--- config.mk ---
export PLATFORM = sky130hd
export DESIGN_NAME = irq_accept_unit
export DESIGN_NICKNAME = d
export VERILOG_FILES = /design/src/rtl/irq_accept_pkg.sv /design/src/rtl/irq_req_bank.sv /design/src/rtl/irq_pick.sv /design/src/rtl/irq_flag_ctl.sv /design/src/rtl/irq_accept_unit.sv
export SDC_FILE = /design/constraint.sdc
export NUM_CORES = 1
export LEC_CHECK = 0
export ABC_AREA = 0
export BUFFER_PORTS_ARGS = -buffer_cell sky130_fd_sc_hd__buf_2
export CAP_MARGIN = 20
export CORE_UTILIZATION = 30
export DETAILED_ROUTE_END_ITERATION = 6
export PLACE_DENSITY_LB_ADDON = 0.08
export SETUP_SLACK_MARGIN = 0.05
export SKIP_CTS_REPAIR_TIMING = 1
export SLEW_MARGIN = 30
export SYNTH_ARGS = -nofsm -noshare
export SYNTH_HDL_FRONTEND = slang
export SYNTH_SLANG_ARGS = --single-unit
--- constraint.sdc ---
create_clock -name clk -period 3 [get_ports clk]
set_input_delay 0.15 -clock clk [delete_from_list [all_inputs] [get_ports clk]]
set_output_delay 0.15 -clock clk [all_outputs]
set_load 0.05 [all_outputs]
--- src/rtl/irq_accept_pkg.sv ---
package irq_accept_pkg;
  localparam int LVL_W = 3;
  typedef logic [LVL_W-1:0] lvl_t;
endpackage

--- src/rtl/irq_req_bank.sv ---
module irq_req_bank
  import irq_accept_pkg::*;
#(
  parameter int NSRC  = 8,
  parameter int IDX_W = $clog2(NSRC)
) (
  input  logic                  clk,
  input  logic                  rst_n,
  input  logic [NSRC-1:0]       raise,
  input  logic                  sw_we,
  input  logic [IDX_W-1:0]      sw_idx,
  input  logic                  sw_val,
  input  logic                  lvl_we,
  input  logic [IDX_W-1:0]      lvl_idx,
  input  lvl_t                  lvl_val,
  input  logic                  acc_go,
  input  logic [IDX_W-1:0]      acc_idx,
  output logic [NSRC-1:0]       req_q,
  output lvl_t [NSRC-1:0]       lvl_q
);

  for (genvar i = 0; i < NSRC; i++) begin : g_src
    logic pend_q, pend_n, pend_en;
    lvl_t prio_q;
    logic prio_en;

    // next-state for this source's pending bit
    always_comb begin
      pend_n = pend_q;
      if (sw_we && (sw_idx == IDX_W'(i)) && !sw_val) pend_n = 1'b0;
      if (acc_go && (acc_idx == IDX_W'(i)))          pend_n = 1'b0;
      if (raise[i])                                  pend_n = 1'b1;
    end

    assign pend_en = raise[i] | sw_we | acc_go;
    assign prio_en = lvl_we && (lvl_idx == IDX_W'(i));

    always_ff @(posedge clk or negedge rst_n) begin
      if (!rst_n)       pend_q <= 1'b0;
      else if (pend_en) pend_q <= pend_n;
    end

    always_ff @(posedge clk or negedge rst_n) begin
      if (!rst_n)       prio_q <= '0;
      else if (prio_en) prio_q <= lvl_val;
    end

    assign req_q[i] = pend_q;
    assign lvl_q[i] = prio_q;
  end

  // every raised source is pending in the next cycle
  assert_raise_sets_R2: assert property (@(posedge clk) disable iff (!rst_n)
    (|raise) |=> ((req_q & $past(raise)) == $past(raise)));

  // a software write of 1 never sets a bit
  assert_sw_one_ignored_R3: assert property (@(posedge clk) disable iff (!rst_n)
    (sw_we && sw_val && !acc_go && !raise[sw_idx]) |=>
      (req_q[$past(sw_idx)] == $past(req_q[sw_idx])));

endmodule

--- src/rtl/irq_pick.sv ---
module irq_pick
  import irq_accept_pkg::*;
#(
  parameter int NSRC  = 8,
  parameter int IDX_W = $clog2(NSRC)
) (
  input  logic [NSRC-1:0]  req,
  input  lvl_t [NSRC-1:0]  lvl,
  input  lvl_t             ipl,
  output logic             found,
  output logic [IDX_W-1:0] win_idx,
  output lvl_t             win_lvl
);

  logic [NSRC-1:0] qual;

  for (genvar i = 0; i < NSRC; i++) begin : g_qual
    assign qual[i] = req[i] && (lvl[i] > ipl);
  end

  // scan from the top index down; >= lets the lower index take a tie
  always_comb begin
    found   = 1'b0;
    win_idx = '0;
    win_lvl = '0;
    for (int i = NSRC - 1; i >= 0; i--) begin
      if (qual[i] && (!found || (lvl[i] >= win_lvl))) begin
        found   = 1'b1;
        win_idx = IDX_W'(i);
        win_lvl = lvl[i];
      end
    end
  end

  always_comb begin
    if (found) begin
      assert_win_qualified_R4: assert (qual[win_idx]);
    end
    for (int i = 0; i < NSRC; i++) begin
      if (found && qual[i]) begin
        assert_win_highest_R5: assert (lvl[i] <= win_lvl);
        if (lvl[i] == win_lvl) begin
          assert_win_lowest_idx_R5: assert (IDX_W'(i) >= win_idx);
        end
      end
    end
  end

endmodule

--- src/rtl/irq_flag_ctl.sv ---
module irq_flag_ctl
  import irq_accept_pkg::*;
(
  input  logic clk,
  input  logic rst_n,
  input  logic boundary,
  input  logic flag_we,
  input  logic flag_val,
  input  logic reit_we,
  input  logic reit_val,
  input  logic ipl_we,
  input  lvl_t ipl_val,
  input  logic acc_go,
  input  lvl_t acc_lvl,
  output logic ien_q,
  output lvl_t ipl_q,
  output logic chk_en
);

  logic eff_q;
  logic ien_n, eff_n;
  lvl_t ipl_n;
  logic upd_en;

  // enable used by the check: a return update acts at once
  assign chk_en = reit_we ? reit_val : eff_q;

  always_comb begin
    ien_n = ien_q;
    eff_n = eff_q;
    ipl_n = ipl_q;
    if (ipl_we)  ipl_n = ipl_val;
    if (flag_we) ien_n = flag_val;
    if (reit_we) begin
      ien_n = reit_val;
      eff_n = reit_val;
    end
    // a delayed write becomes effective once this boundary is past
    if (boundary) eff_n = ien_n;
    if (acc_go) begin
      ien_n = 1'b0;
      eff_n = 1'b0;
      ipl_n = acc_lvl;
    end
  end

  assign upd_en = ipl_we | flag_we | reit_we | boundary | acc_go;

  always_ff @(posedge clk or negedge rst_n) begin
    if (!rst_n) begin
      ien_q <= 1'b0;
      eff_q <= 1'b0;
      ipl_q <= '0;
    end else if (upd_en) begin
      ien_q <= ien_n;
      eff_q <= eff_n;
      ipl_q <= ipl_n;
    end
  end

  assert_accept_masks_R7: assert property (@(posedge clk) disable iff (!rst_n)
    acc_go |=> (!ien_q && (ipl_q == $past(acc_lvl))));

  assert_reit_lands_R9: assert property (@(posedge clk) disable iff (!rst_n)
    (reit_we && !acc_go) |=> (ien_q == $past(reit_val)));

  assert_plain_write_lands_R8: assert property (@(posedge clk) disable iff (!rst_n)
    (flag_we && !reit_we && !acc_go) |=> (ien_q == $past(flag_val)));

  assert_ipl_write_lands_R10: assert property (@(posedge clk) disable iff (!rst_n)
    (ipl_we && !acc_go) |=> (ipl_q == $past(ipl_val)));

endmodule

--- src/rtl/irq_accept_unit.sv ---
module irq_accept_unit
  import irq_accept_pkg::*;
#(
  parameter int NSRC  = 8,
  parameter int IDX_W = $clog2(NSRC)
) (
  input  logic                 clk,
  input  logic                 rst_n,
  input  logic [NSRC-1:0]      src_raise,
  input  logic                 sw_req_we,
  input  logic [IDX_W-1:0]     sw_req_idx,
  input  logic                 sw_req_val,
  input  logic                 lvl_we,
  input  logic [IDX_W-1:0]     lvl_idx,
  input  logic [LVL_W-1:0]     lvl_val,
  input  logic                 flag_we,
  input  logic                 flag_val,
  input  logic                 reit_we,
  input  logic                 reit_val,
  input  logic                 ipl_we,
  input  logic [LVL_W-1:0]     ipl_val,
  input  logic                 boundary,
  output logic                 acc_valid,
  output logic [IDX_W-1:0]     acc_idx,
  output logic [LVL_W-1:0]     acc_lvl,
  output logic                 ien_o,
  output logic [LVL_W-1:0]     ipl_o,
  output logic [NSRC-1:0]      req_o
);

  // reset: asserted asynchronously, released on the clock
  logic [1:0] rst_sync_q;
  logic       rst_int_n;

  always_ff @(posedge clk or negedge rst_n) begin
    if (!rst_n) rst_sync_q <= 2'b00;
    else        rst_sync_q <= {rst_sync_q[0], 1'b1};
  end
  assign rst_int_n = rst_sync_q[1];

  logic [NSRC-1:0]  req_q;
  lvl_t [NSRC-1:0]  lvl_q;
  logic             found;
  logic [IDX_W-1:0] win_idx;
  lvl_t             win_lvl;
  lvl_t             ipl_q;
  logic             ien_q;
  logic             chk_en;
  logic             acc_go;

  assign acc_go = boundary && chk_en && found;

  irq_req_bank #(.NSRC(NSRC), .IDX_W(IDX_W)) u_bank (
    .clk     (clk),
    .rst_n   (rst_int_n),
    .raise   (src_raise),
    .sw_we   (sw_req_we),
    .sw_idx  (sw_req_idx),
    .sw_val  (sw_req_val),
    .lvl_we  (lvl_we),
    .lvl_idx (lvl_idx),
    .lvl_val (lvl_val),
    .acc_go  (acc_go),
    .acc_idx (win_idx),
    .req_q   (req_q),
    .lvl_q   (lvl_q)
  );

  irq_pick #(.NSRC(NSRC), .IDX_W(IDX_W)) u_pick (
    .req     (req_q),
    .lvl     (lvl_q),
    .ipl     (ipl_q),
    .found   (found),
    .win_idx (win_idx),
    .win_lvl (win_lvl)
  );

  irq_flag_ctl u_flag (
    .clk      (clk),
    .rst_n    (rst_int_n),
    .boundary (boundary),
    .flag_we  (flag_we),
    .flag_val (flag_val),
    .reit_we  (reit_we),
    .reit_val (reit_val),
    .ipl_we   (ipl_we),
    .ipl_val  (ipl_val),
    .acc_go   (acc_go),
    .acc_lvl  (win_lvl),
    .ien_q    (ien_q),
    .ipl_q    (ipl_q),
    .chk_en   (chk_en)
  );

  // accept report registers
  logic             av_q;
  logic [IDX_W-1:0] ai_q;
  lvl_t             al_q;

  always_ff @(posedge clk or negedge rst_int_n) begin
    if (!rst_int_n) av_q <= 1'b0;
    else            av_q <= acc_go;
  end

  always_ff @(posedge clk or negedge rst_int_n) begin
    if (!rst_int_n) begin
      ai_q <= '0;
      al_q <= '0;
    end else if (acc_go) begin
      ai_q <= win_idx;
      al_q <= win_lvl;
    end
  end

  assign acc_valid = av_q;
  assign acc_idx   = ai_q;
  assign acc_lvl   = al_q;
  assign ien_o     = ien_q;
  assign ipl_o     = ipl_q;
  assign req_o     = req_q;

  assert_pulse_from_boundary_R6: assert property (@(posedge clk) disable iff (!rst_int_n)
    acc_valid |-> $past(boundary));

  assert_level_above_ipl_R4: assert property (@(posedge clk) disable iff (!rst_int_n)
    acc_go |-> (win_lvl > ipl_q) && req_q[win_idx]);

  assert_accept_clears_req_R2: assert property (@(posedge clk) disable iff (!rst_int_n)
    (acc_go && !src_raise[win_idx]) |=> !req_o[$past(win_idx)]);

endmodule

[Word-level counts from Yosys, hierarchy flattened]
Index checks and enable logic that the tools add are counted.
Storage, ports and cells
  register bits: 46
  input bits: 31
Cells by class
  order comparisons: 15
  reduce and logical (&&, ||, !) cells: 85
  muxes and demuxes: 56
  equality and inequality tests: 21
  bitwise gates (word level): 20
Operators by type and width (count)
  $mux W3: 18
  $logic_and A1 B1 Y1: 49
  $mux W1: 38
  $eq A3 B3 Y1 const B: 12
  $gt A3 B3 Y1: 8
  $reduce_bool A3 Y1: 8
  $ge A3 B3 Y1: 7
  $or A1 B1 Y1: 20
  $eq A3 B2 Y1 const B: 6
  $reduce_and A2 Y1: 9
  $eq A3 B1 Y1 const B: 3
  $logic_not A3 Y1: 3
  $logic_not A1 Y1: 8
  $logic_or A1 B1 Y1: 7
  $reduce_bool A2 Y1: 1

[Depth between registers and ports, before layout]
Gate-level depths: netlist of the first run.
  word-level depth: 35
  mapped depth: 61

[Modules after synthesis]
From an unflattened synthesis of the first run, not the netlist that was laid out.
Unflattened totals
  cells, all modules: 359
  area total of the unflattened synthesis: 3533.4 um^2
Modules (own cells, without submodules)
  irq_pick: area an instance 1540.2 um^2, times used 1, sequential area each 0.0 um^2, cells each 211
  irq_req_bank: area an instance 1437.6 um^2, times used 1, sequential area each 800.8 um^2, cells each 107
  irq_accept_unit: area an instance 317.8 um^2, times used 1, sequential area each 225.2 um^2, cells each 18
  irq_flag_ctl: area an instance 237.7 um^2, times used 1, sequential area each 125.1 um^2, cells each 23

[Worst setup path after synthesis of the first run]
OpenSTA, ideal clock, no wires.
  path type: flip-flop to flip-flop
  start point: register u_flag.ipl_q[1]
  end point: register u_bank.g_src[6].pend_q
  path buffers: 2
  setup time: 120 ps
  arrival: 10543 ps
  data required time: 2880 ps
  cell stages (with the launch flop): 59
  period minus slack after synthesis: 10663 ps
  setup slack: -7663 ps
  cells stage by stage: dfrtp_1 > inv_1 > ha_1 > a31oi_1 > nand3_1 > nor2_1 > ha_1 > o21ai_0 > a21oi_1 > o21a_1 > a21o_1 > ha_1 > o21ai_0 > a21o_1 > o21ai_0 > a221oi_1 > nor2_1 > ha_1 > [23 not listed] > ha_1 > nor2_1 > a21oi_1 > o21ai_0 > o31a_1 > nor2_1 > a31o_2 > inv_1 > ha_1 > nand2b_1 > a21oi_1 > nor2b_1 > o21ai_0 > o21ai_1 > a311o_1 > or2_1 > nand2b_1 > a31o_1
On the way
  longest elaborated chain between the ends: 35
  elaborated cells on any way between the ends: 75
  those cells by class: order compare (15); eq/ne (1); mux (25); bitwise (1); reduce/logical (33)
Ends and longest elaborated chain
  start: declaration: line irq_flag_ctl.sv:16  | output lvl_t ipl_q,
  start signal: assignment: line irq_flag_ctl.sv:57  | ipl_q <= ipl_n;
  $gt A3 B3 Y1: line irq_pick.sv:18  | assign qual[i] = req[i] && (lvl[i] > ipl);
  $logic_and A1 B1 Y1: line irq_pick.sv:18
  $mux W3 or $mux W1 (tied branches): line irq_pick.sv:27  | if (qual[i] && (!found || (lvl[i] >= win_lvl))) begin
  $ge A3 B3 Y1 or $logic_not A1 Y1 (tied branches): line irq_pick.sv:27
  $logic_or A1 B1 Y1: line irq_pick.sv:27
  $logic_and A1 B1 Y1: line irq_pick.sv:27
  $mux W3 or $mux W1 (tied branches): line irq_pick.sv:27
  $ge A3 B3 Y1 or $logic_not A1 Y1 (tied branches): line irq_pick.sv:27
  [19 not listed]
  $ge A3 B3 Y1 or $logic_not A1 Y1 (tied branches): line irq_pick.sv:27
  $logic_or A1 B1 Y1: line irq_pick.sv:27
  $logic_and A1 B1 Y1: line irq_pick.sv:27
  $mux W3 or $mux W1 (tied branches): line irq_pick.sv:27
  $eq A3 B3 Y1 or $logic_and A1 B1 Y1 (tied branches): line irq_req_bank.sv:31, irq_accept_unit.sv:51
  $logic_and A1 B1 Y1: line irq_req_bank.sv:31  | if (acc_go && (acc_idx == IDX_W'(i))) pend_n = 1'b0;
  $reduce_bool A3 Y1 (no source line) or $mux W1 (tied branches)
  $reduce_and A2 Y1 (no source line) or $mux W1 (tied branches)
  end signal: assignment: line irq_req_bank.sv:40  | else if (pend_en) pend_q <= pend_n;
  end: declaration: line irq_req_bank.sv:23  | logic pend_q, pend_n, pend_en;
Parallel ways exist; a longest one is shown, timed or not.
A chain may end at the register's enable or synchronous reset.

[Worst setup path after layout of the first run]
  start point: register u_flag.ipl_q[2]
  end point: register u_bank.g_src[6].pend_q
The elaborated chain is that of the path after synthesis.

==> flow_summary_export.csv, run 1 <==
group,metric,value,unit
worst_setup_path,cp_slowest_cell,"dfrtp_2",
yosys,synth.cell_area,3490,um2
sta,slew_violations,0,
global_routing,grt_util_all_layers,0.198,
yosys,ys.flop_type,"dfrtp_1",
worst_setup_path,cp_common_cell,"nand2b_4",
floorplan,core,11400,um2
finish,nets,613,
detailed_routing,wl_per_cell,17.2,um
sta,fin_setup_tns,-113.30,ns
worst_setup_path,r2r_start,"u_flag.ipl_q[2]",
floorplan,num_io_pins,50,
detailed_routing,final_antenna_net_count,0,
finish,final_area,5380,um2
floorplan,die_x,110,um
sta,rsz0062_at_grt,"true",
worst_setup_path,worstRegToRegCells,58,
worst_setup_path,worstPathRequired,3.19,ns
detailed_routing,route.detailed.drc,0,
status,status,"finished with violations",
worst_setup_path,arrival,10.06,ns
sta,fmax,101,MHz
global_routing,grt_pass1_wl,17.3,mm
job,cap_violations,0,
global_routing,grt_pass1_vias,3222,
status,violations,"setup timing",
floorplan,dieArea,12100,um2
placement,dp_hpwl,8.60,mm
global_routing,grt_max_degree,45,
worst_setup_path,path_buf_inv,4,
sta,worst_pin_slew,0.862,ns
yosys,ys_seq_elements,46,
yosys,yosysWarnings,0,
yosys,yosysSeqAreaShare,0.330,
worst_setup_path,critical_path_peak_fanout,7,
worst_setup_path,max_stage_delay,0.41,ns
worst_hold_path,whs_endpoint,"u_bank.g_src[7].pend_q",
clock_tree,cts_tree,"built",
worst_setup_path,critical_path_depth,58,
detailed_routing,route.vias.total,3472,
finish,antennaDiodeCount,0,
sta,setup_ws,-6.87,ns
worst_hold_path,whs_path_depth,2,
global_routing,overflow,0,
clock_tree,numCtsBuffers,5,
global_routing,antenna_found_initial,0,
worst_hold_path,hp-start,"src_raise[7]",
sta,finalHoldViolations,0,
finish,final_cell_mix,"buf_4, buf_2, dfrtp_1, ha_1",
sta,min_period,9.87,ns
clock_tree,clkLatencyLatePin,0.30,ns
finish,drive_gt1_frac,0.519,
floorplan,rows,39,
clock_tree,cts.sinks,46,
detailed_routing,routed_wl,11.7,mm
clock_tree,clockBufferDepth,2,
yosys,synth.distinct_cells,54,
yosys,synth_edf_count,0,
worst_setup_path,ff2ff_setup_slack,-6.87,ns
worst_hold_path,min_path_type,"in2reg",
sta,setup_viol,18,
clock_tree,h-tree-depth,2,
sta,slew_headroom,0.421,
worst_setup_path,crit_type,"reg2reg",
placement,port_buffers,49,
floorplan,die_y,110,um
finish,final_common_cell,"buf_4",
yosys,avgSynthCellArea,9.43,um2
yosys,ys_async_sr_fraction,1.00,
finish,area_delta_synth_final,54.2,%
yosys,synth.net_count,446,
worst_setup_path,crit_path_end_kind,"flop",
detailed_routing,vias_per_cell,5.10,
placement,placed_cell_area,4670,um2
detailed_routing,drt-pass1-iter-count,4,
sta,fin_crit_sh,3.29,
placement,gp_congestion,0.800,
floorplan,initial_utilization,0.307,
clock_tree,cts.clk_slew.worst_paths,0.07,ns
worst_setup_path,crit_family,"compound AO/OA/AOI/OAI gates",
clock_tree,root_buffer,"clkbuf_16",
detailed_routing,drt_iter0_markers,101,
sta,clock_skew,0.0103,ns
worst_setup_path,r2r-end,"u_bank.g_src[6].pend_q",
yosys,syn_inst,370,
worst_setup_path,start_kind,"flop",
[cell usage after synthesis (3+ instances only)]
| cell type | number | area (um2) |
|---|---|---|
| dfrtp_1 | 46 | 1150 |
| ha_1 | 45 | 563 |
| nor2_1 | 30 | 113 |
| o21ai_0 | 28 | 140 |
| inv_1 | 24 | 90.1 |
| mux2_2 | 22 | 248 |
| nand2_1 | 22 | 82.6 |
| a21oi_1 | 19 | 95.1 |
| nand2b_1 | 11 | 68.8 |
| nand3_1 | 9 | 45.0 |
| buf_4 | 8 | 60.1 |
| nor3_1 | 7 | 35.0 |
| a21o_1 | 6 | 45.0 |
| a22oi_1 | 6 | 45.0 |
| nand3b_1 | 5 | 37.5 |
| o2111ai_1 | 5 | 43.8 |
| a22o_1 | 4 | 35.0 |
| o2111a_1 | 4 | 45.0 |
| o21ai_1 | 4 | 20.0 |
| o31ai_1 | 4 | 30.0 |
| a31o_2 | 3 | 26.3 |
| a31oi_1 | 3 | 18.8 |
| mux2i_1 | 3 | 30.0 |
| nand4b_1 | 3 | 26.3 |
| nor2b_1 | 3 | 18.8 |
| nor3b_1 | 3 | 22.5 |
| o21a_1 | 3 | 22.5 |
| o22ai_1 | 3 | 18.8 |
| o31a_1 | 3 | 26.3 |
| or3b_2 | 3 | 26.3 |
[per-stage QoR]
| stage | utilization | worst slack [ns] | instances | hold WS, ns |
|---|---|---|---|---|
| 2_1_floorplan | - | -6.65 | 370 | -0.146 |
| 3_5_place_dp | 0.410 | -7.20 | 652 | -0.0624 |
| 4_1_cts | 0.425 | -7.29 | 660 | -0.374 |
| 3_3_place_gp | 0.410 | -7.19 | 652 | -0.0645 |
| 6_report | 0.473 | -6.87 | 681 | 0.0472 |
| 5_1_grt | 0.473 | -7.40 | 681 | 0.0559 |
[per-layer routing]
layer	GRT usage	up-vias	share of wire
met5	0	-	0
met4	0.0581	0	0.014
met3	0.0373	12	0.042
met2	0.321	73	0.47
met1	0.266	1679	0.47
li1	-	1708	-
[kinds of logic after synthesis]
family	share of synthesized area
adders and majority gates	0.161
AOI/OAI and AO/OA	0.221
muxes	0.0796
other	0.00108
buffers and inverters	0.0495
and+or+nand+nor	0.158
DFF	0.330
[worst reg2reg max path, delay by kind of cell (launching register included)]
kind	cells	cell delay (ns)
DFF	1	0.41
and+or+nand+nor	17	2.03
adders and majority gates	8	1.98
buffers and inverters	4	0.24
AOI/OAI and AO/OA	29	5.10
[state kept, by name, summed over array words and instances, names as in the netlist]
name and cells:
acc_idx 3, acc_lvl 3, acc_valid 1, rst_sync_q 2, u_bank.g_src.pend_q 8, u_bank.g_src.prio_q 24, u_flag.eff_q 1, u_flag.ien_q 1
u_flag.ipl_q 3
[worst max-delay path by stage]
stage	slack, ns	start	end
3_3_place_gp	-7.19	u_flag.ipl_q[1]	u_bank.g_src[6].pend_q
5_1_grt	-7.40	u_flag.ipl_q[2]	u_bank.g_src[6].pend_q
6_report	-6.87	u_flag.ipl_q[2]	u_bank.g_src[6].pend_q
3_5_place_dp	-7.20	u_flag.ipl_q[1]	u_bank.g_src[6].pend_q
4_1_cts	-7.29	u_flag.ipl_q[2]	u_bank.g_src[6].pend_q
2_1_floorplan	-6.65	u_flag.ipl_q[2]	u_bank.g_src[6].pend_q
[final cells by class]
type                            count  area (um2)
Fill cell                        1121        5990
Timing Repair Buffer              171        1220
Tap cell                          143         179
Clock buffer                        5         125
Sequential cell                    46        1160
Inverter                           25        98.8
Multi-Input combinational cell    288        2560
Clock inverter                      3        40.0
Power of run 1 is not shown: default switching activity piles up to over one toggle a cycle in this logic, so the estimate is an artifact.
==> run 2, diff against run 1 <==
--- a/config.mk
+++ b/config.mk
@@ -8,7 +8,7 @@
 export ABC_AREA = 0
 export BUFFER_PORTS_ARGS = -buffer_cell sky130_fd_sc_hd__buf_2
 export CAP_MARGIN = 20
-export CORE_UTILIZATION = 30
+export CORE_UTILIZATION = 40
 export DETAILED_ROUTE_END_ITERATION = 6
 export PLACE_DENSITY_LB_ADDON = 0.08
 export SETUP_SLACK_MARGIN = 0.05
==> flow_summary_export.csv, run 2 (same netlist as run 1, synthesis figures left out) <==
group,metric,value,unit
worst_setup_path,path_buf_inv,6,
worst_setup_path,critical_path_peak_fanout,8,
detailed_routing,vias_per_cell,5.44,
finish,stdcell_count,630,
placement,port_buffers,49,
worst_setup_path,crit_type,"reg2reg",
clock_tree,numCtsBuffers,5,
finish,nFillCells,750,
global_routing,grt_max_degree,45,
detailed_routing,route.vias.total,3429,
clock_tree,root_buffer,"clkbuf_8",
status,violations,"setup timing",
floorplan,rows,33,
floorplan,die_x,95.4,um
worst_setup_path,crit_family,"compound AO/OA/AOI/OAI gates",
finish,final_cell_mix,"buf_4, buf_2, dfrtp_1, ha_1, nor2_1",
clock_tree,clockBufferDepth,2,
worst_setup_path,cp_common_cell,"ha_1",
worst_setup_path,crit_path_end_kind,"flop",
finish,largest_reg_flops,24,
finish,antennaDiodeCount,0,
clock_tree,cts.clk_slew.worst_paths,0.10,ns
floorplan,die_y,95.4,um
sta,min_period,9.82,ns
sta,slew_violations,0,
worst_hold_path,min_path_type,"in2reg",
global_routing,grt_util_all_layers,0.241,
clock_tree,cts_tree,"built",
finish,nets,600,
job,cap_violations,0,
worst_setup_path,cp_slowest_cell,"dfrtp_2",
sta,worst_pin_slew,0.811,ns
clock_tree,cts.sinks,46,
detailed_routing,route.detailed.drc,0,
detailed_routing,drt-pass1-iter-count,4,
sta,setup_viol,19,
finish,reg_top3,"u_bank.g_src.prio_q: 24 flops, u_bank.g_src.pend_q: 8 flops",
global_routing,grt_pass1_wl,16.4,mm
sta,slew_headroom,0.455,
placement,gp_congestion,0.824,
status,status,"finished with violations",
floorplan,num_io_pins,50,
floorplan,initial_utilization,0.418,
worst_setup_path,worstPathRequired,3.20,ns
finish,regMostFlops,"u_bank.g_src.prio_q",
sta,clock_skew,0.00734,ns
sta,finalHoldViolations,0,
worst_setup_path,start_kind,"flop",
sta,fin_setup_tns,-112.13,ns
detailed_routing,routed_wl,10.6,mm
detailed_routing,wl_per_cell,16.9,um
finish,area_delta_synth_final,43.4,%
finish,drive_gt1_frac,0.482,
global_routing,antenna_found_initial,0,
finish,final_util,0.600,
placement,place_inst,607,
global_routing,overflow,0,
floorplan,core,8340,um2
clock_tree,clkLatencyLatePin,0.31,ns
global_routing,grt_pass1_vias,3226,
sta,rsz0062_at_grt,"true",
floorplan,dieArea,9100,um2
sta,fmax,102,MHz
finish,final_common_cell,"buf_4",
clock_tree,h-tree-depth,2,
sta,fin_crit_sh,3.27,
sta,setup_ws,-6.82,ns
detailed_routing,final_antenna_net_count,0,
worst_setup_path,arrival,10.02,ns
worst_setup_path,max_stage_delay,0.41,ns
detailed_routing,drt_iter0_markers,130,
placement,dp_hpwl,7.91,mm
==> run 2: cell types whose count changed in the layout (fill, tap and decap cells not counted), moves of 3 or more <==
cell / before / now
a22oi_1: 3 / 6
clkbuf_8: 0 / 5
a22oi_2: 3 / 0
o21ai_0: 17 / 21
o21ai_1: 9 / 5
ha_1: 36 / 39
clkbuf_16: 5 / 0
buf_6: 6 / 2
buf_4: 112 / 106
==> run 2: area by class of cell <==
class	count	area (um2)	share of cell area
clock buffers	5	68.8	0.0138
clock inverters	3	21.3	0.00425
inverters	25	98.8	0.0198
multi-input cells	288	2450	0.490
flip-flops and latches	46	1160	0.232
well taps	105	131	0.0263
repair buffers	158	1070	0.215
==> run 2: layer usage <==
metal | routed length [um] | vias to the layer above | part of all wire | GRT usage
li1 | - | 1686 | - | -
met1 | 5140 | 1665 | 0.48 | 0.338
met2 | 4940 | 69 | 0.47 | 0.387
met3 | 396 | 9 | 0.037 | 0.0351
met4 | 132 | 0 | 0.012 | 0.0597
met5 | 0 | - | 0 | 0
==> run 2: final timing paths <==
kind / startpoint / end / slack, ns / depth (start not counted)
max reg2reg: u_flag.ipl_q[1] / u_bank.g_src[6].pend_q / -6.82 / 59
min reg2reg: rst_sync_q[1] / u_bank.g_src[5].pend_q / 0.35 / 0
min: src_raise[0] / u_bank.g_src[0].pend_q / 0.03 / 2
max in group asynchronous: rst_sync_q[1] / u_flag.ipl_q[2] / 2.21 / 0
max: u_flag.ipl_q[1] / u_bank.g_src[6].pend_q / -6.82 / 59
min in group asynchronous: rst_n / rst_sync_q[1] / 0.15 / 2
==> run 2: metrics by stage <==
stage          area [um2]  hold slack [ns]  setup slack, ns
6_report             5000           0.0285            -6.82
5_1_grt              5000           0.0254            -7.41
4_1_cts              4660           -0.401            -7.04
3_5_place_dp         4570          -0.0616            -6.95
3_3_place_gp         4560          -0.0649            -6.76
2_1_floorplan        3570           -0.146            -6.65
==> run 2: worst register-to-register path: cells and delay by family (launching register included) <==
kind | cells | cell delay, ns
buffers and inverters | 6 | 0.41
DFF | 1 | 0.41
AOI/OAI and AO/OA | 29 | 5.11
adders and majority gates | 8 | 1.91
and+or+nand+nor | 16 | 1.87
Power of run 2 is left out for the same reason.
